File: src/rtl/prbs_gen_pkg.sv
package prbs_gen_pkg;

  localparam int LFSR_MAX = 23;
  localparam int QRSS_DEG = 20;
  localparam int QRSS_RUN = 14;

  typedef enum logic [3:0] {
    MD_P7, MD_P9, MD_P11, MD_P15, MD_P20, MD_P23,
    MD_QRSS, MD_REP, MD_ALT, MD_BAD
  } gen_mode_t;

  function automatic gen_mode_t decode_mode(input logic bank, input logic [2:0] code);
    gen_mode_t m;
    m = MD_BAD;
    if (!bank) begin
      case (code)
        3'd0: m = MD_P7;
        3'd1: m = MD_P11;
        3'd2: m = MD_P15;
        3'd3: m = MD_QRSS;
        3'd4: m = MD_REP;
        3'd5: m = MD_ALT;
        default: m = MD_BAD;
      endcase
    end else begin
      case (code)
        3'd0: m = MD_P9;
        3'd1: m = MD_P20;
        3'd2: m = MD_P23;
        default: m = MD_BAD;
      endcase
    end
    return m;
  endfunction

  function automatic int poly_degree(input gen_mode_t m);
    case (m)
      MD_P9:           return 9;
      MD_P11:          return 11;
      MD_P15:          return 15;
      MD_P20, MD_QRSS: return QRSS_DEG;
      MD_P23:          return 23;
      default:         return 7;
    endcase
  endfunction

  function automatic int poly_mid(input gen_mode_t m);
    case (m)
      MD_P9:           return 5;
      MD_P11:          return 9;
      MD_P15:          return 14;
      MD_P20, MD_QRSS: return 3;
      MD_P23:          return 18;
      default:         return 6;
    endcase
  endfunction

  function automatic logic pick_bit(input logic [LFSR_MAX-1:0] s, input int idx);
    logic b;
    b = 1'b0;
    for (int i = 0; i < LFSR_MAX; i++)
      if (i == idx) b = s[i];
    return b;
  endfunction

  function automatic logic [LFSR_MAX-1:0] degree_mask(input int deg);
    logic [LFSR_MAX-1:0] msk;
    for (int i = 0; i < LFSR_MAX; i++)
      msk[i] = (i < deg);
    return msk;
  endfunction

  function automatic logic [LFSR_MAX-1:0] lfsr_advance(input logic [LFSR_MAX-1:0] s,
                                                       input int deg, input int mid);
    logic fb;
    fb = pick_bit(s, deg - 1) ^ pick_bit(s, mid - 1);
    return {s[LFSR_MAX-2:0], fb};
  endfunction

  function automatic logic qrss_fill(input logic [LFSR_MAX-1:0] s);
    return ~|s[QRSS_DEG-2 -: QRSS_RUN];
  endfunction

endpackage

File: src/rtl/prbs_lfsr_core.sv
module prbs_lfsr_core
  import prbs_gen_pkg::*;
#(
  parameter int RUN_W = 5
) (
  input  logic      clk,
  input  logic      rst_n,
  input  logic      reseed,
  input  logic      step,
  input  gen_mode_t mode,
  output logic      gen_bit
);

  logic [LFSR_MAX-1:0] state_q;
  logic [RUN_W-1:0]    zrun_q;
  int                  deg;
  int                  mid;
  logic                raw_bit;
  logic                fill_one;

  always_comb begin
    deg      = poly_degree(mode);
    mid      = poly_mid(mode);
    raw_bit  = pick_bit(state_q, deg - 1);
    fill_one = (mode == MD_QRSS) && qrss_fill(state_q);
    gen_bit  = raw_bit | fill_one;
  end

  always_ff @(posedge clk) begin
    if (!rst_n || reseed) begin
      state_q <= '1;
    end else if (step) begin
      state_q <= lfsr_advance(state_q, deg, mid);
    end
  end

  // zero-run observer for the QRSS limit
  always_ff @(posedge clk) begin
    if (!rst_n || reseed) begin
      zrun_q <= '0;
    end else if (step) begin
      if (gen_bit) zrun_q <= '0;
      else if (zrun_q != '1) zrun_q <= zrun_q + 1'b1;
    end
  end

  assert_no_lockup_R2: assert property (@(posedge clk) disable iff (!rst_n)
    (state_q & degree_mask(deg)) != '0);

  assert_qrss_run_R3: assert property (@(posedge clk) disable iff (!rst_n)
    (mode == MD_QRSS) |-> (int'(zrun_q) <= QRSS_RUN));

endmodule

File: src/rtl/prbs_word_src.sv
module prbs_word_src #(
  parameter int USER_W = 32,
  parameter int ALT_W  = 16,
  parameter int LEN_W  = 4,
  parameter int REPS_W = 4
) (
  input  logic              clk,
  input  logic              rst_n,
  input  logic              reseed,
  input  logic              step,
  input  logic [LEN_W-1:0]  rep_len,
  input  logic [USER_W-1:0] user_pat,
  input  logic [ALT_W-1:0]  alt_word,
  input  logic [REPS_W-1:0] alt_reps,
  output logic              rep_bit,
  output logic              alt_bit
);

  localparam int AIDX_W = $clog2(ALT_W);
  localparam logic [AIDX_W-1:0] ALT_LAST = AIDX_W'(ALT_W - 1);

  logic [LEN_W-1:0]  rep_idx_q;
  logic [AIDX_W-1:0] bit_idx_q;
  logic [REPS_W-1:0] word_cnt_q;
  logic              phase_q;
  logic              word_end;
  logic              phase_end;

  assign word_end  = (bit_idx_q == ALT_LAST);
  assign phase_end = word_end && (word_cnt_q == alt_reps);
  assign rep_bit   = user_pat[rep_idx_q];
  assign alt_bit   = alt_word[bit_idx_q] ^ phase_q;

  always_ff @(posedge clk) begin
    if (!rst_n || reseed) begin
      rep_idx_q <= '0;
    end else if (step) begin
      rep_idx_q <= (rep_idx_q == rep_len) ? '0 : rep_idx_q + 1'b1;
    end
  end

  always_ff @(posedge clk) begin
    if (!rst_n || reseed) begin
      bit_idx_q  <= '0;
      word_cnt_q <= '0;
      phase_q    <= 1'b0;
    end else if (step) begin
      bit_idx_q <= word_end ? '0 : bit_idx_q + 1'b1;
      if (word_end) begin
        word_cnt_q <= phase_end ? '0 : word_cnt_q + 1'b1;
        if (phase_end) phase_q <= ~phase_q;
      end
    end
  end

  assert_rep_span_R5: assert property (@(posedge clk) disable iff (!rst_n || reseed)
    rep_idx_q <= rep_len);

  assert_phase_hold_R6: assert property (@(posedge clk) disable iff (!rst_n)
    (step && !reseed && !word_end) |=> $stable(phase_q));

endmodule

File: src/rtl/prbs_test_gen.sv
module prbs_test_gen
  import prbs_gen_pkg::*;
#(
  parameter int USER_W = 32,
  parameter int ALT_W  = 16,
  parameter int LEN_W  = 4,
  parameter int REPS_W = 4
) (
  input  logic              clk,
  input  logic              rst_n,
  input  logic              cfg_wr,
  input  logic              cfg_bank,
  input  logic [2:0]        cfg_sel,
  input  logic              cfg_inv,
  input  logic [LEN_W-1:0]  cfg_rep_len,
  input  logic [USER_W-1:0] cfg_user_pat,
  input  logic [ALT_W-1:0]  cfg_alt_word,
  input  logic [REPS_W-1:0] cfg_alt_reps,
  input  logic              bit_en,
  output logic              tx_bit,
  output logic              sel_err
);

  logic              bank_q;
  logic [2:0]        sel_q;
  logic              inv_q;
  logic [LEN_W-1:0]  rep_len_q;
  logic [USER_W-1:0] user_pat_q;
  logic [ALT_W-1:0]  alt_word_q;
  logic [REPS_W-1:0] alt_reps_q;

  gen_mode_t mode;
  logic      step;
  logic      illegal;
  logic      lfsr_bit;
  logic      rep_bit;
  logic      alt_bit;
  logic      src_bit;

  always_ff @(posedge clk) begin
    if (!rst_n) begin
      bank_q     <= 1'b0;
      sel_q      <= '0;
      inv_q      <= 1'b0;
      rep_len_q  <= '0;
      user_pat_q <= '0;
      alt_word_q <= '0;
      alt_reps_q <= '0;
    end else if (cfg_wr) begin
      bank_q     <= cfg_bank;
      sel_q      <= cfg_sel;
      inv_q      <= cfg_inv;
      rep_len_q  <= cfg_rep_len;
      user_pat_q <= cfg_user_pat;
      alt_word_q <= cfg_alt_word;
      alt_reps_q <= cfg_alt_reps;
    end
  end

  assign mode    = decode_mode(bank_q, sel_q);
  assign illegal = (mode == MD_BAD);
  assign step    = bit_en && !cfg_wr;
  assign sel_err = illegal;

  prbs_lfsr_core u_lfsr (
    .clk     (clk),
    .rst_n   (rst_n),
    .reseed  (cfg_wr),
    .step    (step),
    .mode    (mode),
    .gen_bit (lfsr_bit)
  );

  prbs_word_src #(
    .USER_W (USER_W),
    .ALT_W  (ALT_W),
    .LEN_W  (LEN_W),
    .REPS_W (REPS_W)
  ) u_words (
    .clk      (clk),
    .rst_n    (rst_n),
    .reseed   (cfg_wr),
    .step     (step),
    .rep_len  (rep_len_q),
    .user_pat (user_pat_q),
    .alt_word (alt_word_q),
    .alt_reps (alt_reps_q),
    .rep_bit  (rep_bit),
    .alt_bit  (alt_bit)
  );

  always_comb begin
    case (mode)
      MD_REP:  src_bit = rep_bit;
      MD_ALT:  src_bit = alt_bit;
      default: src_bit = lfsr_bit;
    endcase
  end

  always_ff @(posedge clk) begin
    if (!rst_n || cfg_wr) begin
      tx_bit <= 1'b0;
    end else if (step) begin
      tx_bit <= illegal ? 1'b0 : (src_bit ^ inv_q);
    end
  end

  assert_write_clear_R4: assert property (@(posedge clk) disable iff (!rst_n)
    cfg_wr |=> !tx_bit);

  assert_bad_silent_R7: assert property (@(posedge clk) disable iff (!rst_n)
    sel_err |-> !tx_bit);

  assert_gap_hold_R9: assert property (@(posedge clk) disable iff (!rst_n)
    (!bit_en && !cfg_wr) |=> $stable(tx_bit));

endmodule

File: config.mk
export PLATFORM = sky130hd
export DESIGN_NAME = prbs_test_gen
export DESIGN_NICKNAME = d
export VERILOG_FILES = /design/src/rtl/prbs_gen_pkg.sv /design/src/rtl/prbs_lfsr_core.sv /design/src/rtl/prbs_word_src.sv /design/src/rtl/prbs_test_gen.sv
export SDC_FILE = /design/constraint.sdc
export NUM_CORES = 1
export LEC_CHECK = 0
export BUFFER_PORTS_ARGS = -buffer_cell sky130_fd_sc_hd__buf_4
export CAP_MARGIN = 20
export CELL_PAD_IN_SITES_DETAIL_PLACEMENT = 0
export CELL_PAD_IN_SITES_GLOBAL_PLACEMENT = 1
export CORE_UTILIZATION = 40
export CTS_BUF_LIST = sky130_fd_sc_hd__clkbuf_4 sky130_fd_sc_hd__clkbuf_8
export DETAILED_ROUTE_END_ITERATION = 12
export PLACE_DENSITY = 0.85
export SYNTH_ARGS = -nofsm -noshare
export SYNTH_HDL_FRONTEND = slang
export SYNTH_SLANG_ARGS = --single-unit
File: constraint.sdc
create_clock -name clk -period 2.1 [get_ports clk]
set_input_delay 0.42 -clock clk [delete_from_list [all_inputs] [get_ports clk]]
set_output_delay 0.42 -clock clk [all_outputs]
set_load 0.005 [all_outputs]
==> impl_metrics.env <==
export IMPL_wl_um=7639
export IMPL_cts_root_buffer="clkbuf_8"
export IMPL_place_ws_ns=0.009778
export IMPL_placed_cell_area_mm2=0.004398
export IMPL_synth_main_ff_cell="dfxtp_1"
export IMPL_p_leak_nw=1.910
export IMPL_firstDrtPassIters=4
export IMPL_yosysTopAreaCell="dfxtp_1"
export IMPL_cts_max_path_buffers=2
export IMPL_num_nets_final=519
export IMPL_yosys_warnings=0
export IMPL_clk_pin_slew_ns=0.09
export IMPL_fp_dieH_um=100.1
export IMPL_drt_initial_drc_count=91
export IMPL_vias_per_cell=5.005
export IMPL_powerDensity_mw_per_mm2=701.5
export IMPL_grt_use_total_pct=15.99
export IMPL_drtAntennaViolNets=0
export IMPL_cts_sinks=82
export IMPL_postSynthCellCount=402
export IMPL_htree_num_levels=3
export IMPL_synth_avg_cell_area_um2=9.580
export IMPL_syn_cell_area_mm2=0.003851
export IMPL_final_hold_violation_count=0
export IMPL_finalSetupViolCount=0
export IMPL_area_growth_pct=19.95
export IMPL_finalPower_mw=3.240
export IMPL_dieArea_mm2=0.01002
export IMPL_ys_ff_latch=82
export IMPL_fp_row_count=35
export IMPL_grt_remaining_overflow=0
export IMPL_start_kind="register"
export IMPL_final_min_period_over_clock_period_pct=94.84
export IMPL_drive_gt1_share_pct=19.78
export IMPL_ys_seq_area_share_pct=42.63
export IMPL_antenna_found_initial=0
export IMPL_post_cts_setup_buffer_count=0
export IMPL_tightest_slew_ns=0.4699
export IMPL_cp_data_arrival_time_ns=1.57
export IMPL_coreArea_mm2=0.009284
export IMPL_dpl_hpwl_um=5515
export IMPL_ir_worst_vdd_v=0.0003705
export IMPL_final_cell_mix="79 x mux2i_1, 79 x dfxtp_1, 63 x buf_4, 47 x nor2b_1, 39 x nand2_1"
export IMPL_worstPathCellList="buf_4 > a21oi_1 > o22ai_2 > buf_4"
export IMPL_diodes=0
export IMPL_synth_edff_count=0
export IMPL_fin_skew_ns=0.009891
export IMPL_cpMaxStageDelayCell="dfxtp_1"
export IMPL_pin_count=67
export IMPL_relSlewSlack_pct=68.63
export IMPL_synthArstFlopShare_pct=0
export IMPL_max_freq_ghz=0.5021
export IMPL_cts_buffers=9
export IMPL_slew_viol_final=0
export IMPL_hold_path_class="in -> reg"
export IMPL_cts_tree="yes"
export IMPL_syn_nets=470
export IMPL_cp_max_fo=9
export IMPL_portBuffers=50
export IMPL_status="completed"
export IMPL_grt_pass1_vias=2721
export IMPL_initial_core_util_pct=41.48
export IMPL_rsz0062_at_grt="no"
export IMPL_cap_violations=0
export IMPL_insertion_delay_ns=0.34
export IMPL_vias=2923
export IMPL_synth_top_area_share_pct=42.63
export IMPL_final_min_clock_period_ns=1.992
export IMPL_fin_tns_setup_ns=0
export IMPL_yosys_top_cells_area="dfxtp_1 43%, mux2i_1 21%, nor2b_1 7.6%, nand2_1 3.8%, xor2_1 3.0%"
export IMPL_synth_cell_types=45
export IMPL_path_class="reg -> out"
export IMPL_grt_max_degree=42
export IMPL_gp_congestion=0.8311
export IMPL_wl_per_cell_um=13.08
export IMPL_end_kind="primary output"
export IMPL_fin_area_mm2=0.004619
export IMPL_required_ns=1.68
export IMPL_max_stage_delay_ns=0.53
export IMPL_hold_slack_ns=0.3291
export IMPL_crit_path_frequent_cell="buf_4"
export IMPL_drc=0
export IMPL_fin_ws_ns=0.1083
export IMPL_grt_pass1_wl_um=12740
export IMPL_die_x_um=100.1
## per-layer routing
layer	up-vias	share of wire, %	GRT usage, %
met1	1345	50	21.82
li1	1495	-	-
met2	77	46	25.55
met5	-	0	0
met3	6	4.1	3.064
met4	0	0.62	5.017
## synthesized netlist by cell type, types with 2 or more instances
cell,n
dfxtp_1,82
mux2i_1,79
nor2b_1,47
nand2_1,39
clkbuf_1,20
nor2_1,17
xor2_1,13
inv_1,10
a21oi_1,9
nand2b_1,8
o21ai_0,7
nor3_1,6
nor4_1,5
o22ai_1,5
nand4_1,4
o211ai_1,4
xnor2_1,4
and3_1,3
buf_1,3
ha_1,3
o32ai_1,3
a31o_2,2
a32oi_1,2
buf_2,2
mux4_2,2
nand3_1,2
o31ai_1,2
or2_2,2
## state kept, by name (all words and copies together) (netlist names), 3 cells and up
register / count
alt_reps_q: 4
alt_word_q: 16
rep_len_q: 4
sel_q: 3
u_lfsr.state_q: 23
u_words.bit_idx_q: 4
u_words.rep_idx_q: 4
u_words.word_cnt_q: 4
user_pat_q: 16
## power by group
part	switching, mW	total, mW	internal (mW)	leakage, nW
sequential	0.0441	1.65	1.61	0.673
clock	0.559	1.23	0.675	0.102
combinational	0.155	0.353	0.198	1.14
## final timing paths
path | startpoint | cells after the start | end | slack (ns)
max | bank_q | 4 | sel_err | 0.11
min | cfg_alt_word[10] | 3 | alt_word_q[10] | 0.33
max reg2reg | u_words.rep_idx_q[0] | 5 | tx_bit | 0.14
min reg2reg | u_lfsr.state_q[21] | 2 | u_lfsr.state_q[21] | 0.48
## cell families after synthesis
kind of cell / share of synthesized area (%)
simple gates: 19.07
flops: 42.62
compound gates: 7.733
mux: 21.70
buf+inv: 3.769
xor+xnor: 3.866
fa+ha+maj: 1.235
## area by class of cell
cell class	count	area, um2
fillers	882	4664
multi-input cells	284	2071
flip-flops and latches	82	1645
repair buffers	64	493.0
well taps	129	161.4
clock buffers	10	131.4
clock inverters	5	80.08
inverters	10	37.54
## stage by stage
step,util [%],std cells
finish,49.76,584
global route,49.76,584
CTS,49.73,584
detailed placement,47.37,569
global placement,47.37,569
floorplan,-,402
## repair_timing
item                                    in CTS  in global routing
resized for setup                            2                  3
hold buffers                                 0                  0
endpoints found under the setup margin       2                  1
## critical path: cells and delay by family, from the launching register on
kind,cells,cell delay (ns)
flops,1,0.53
buf+inv,2,0.37
compound gates,2,0.33
No activity file was read; power rests on OpenSTA's default activity.
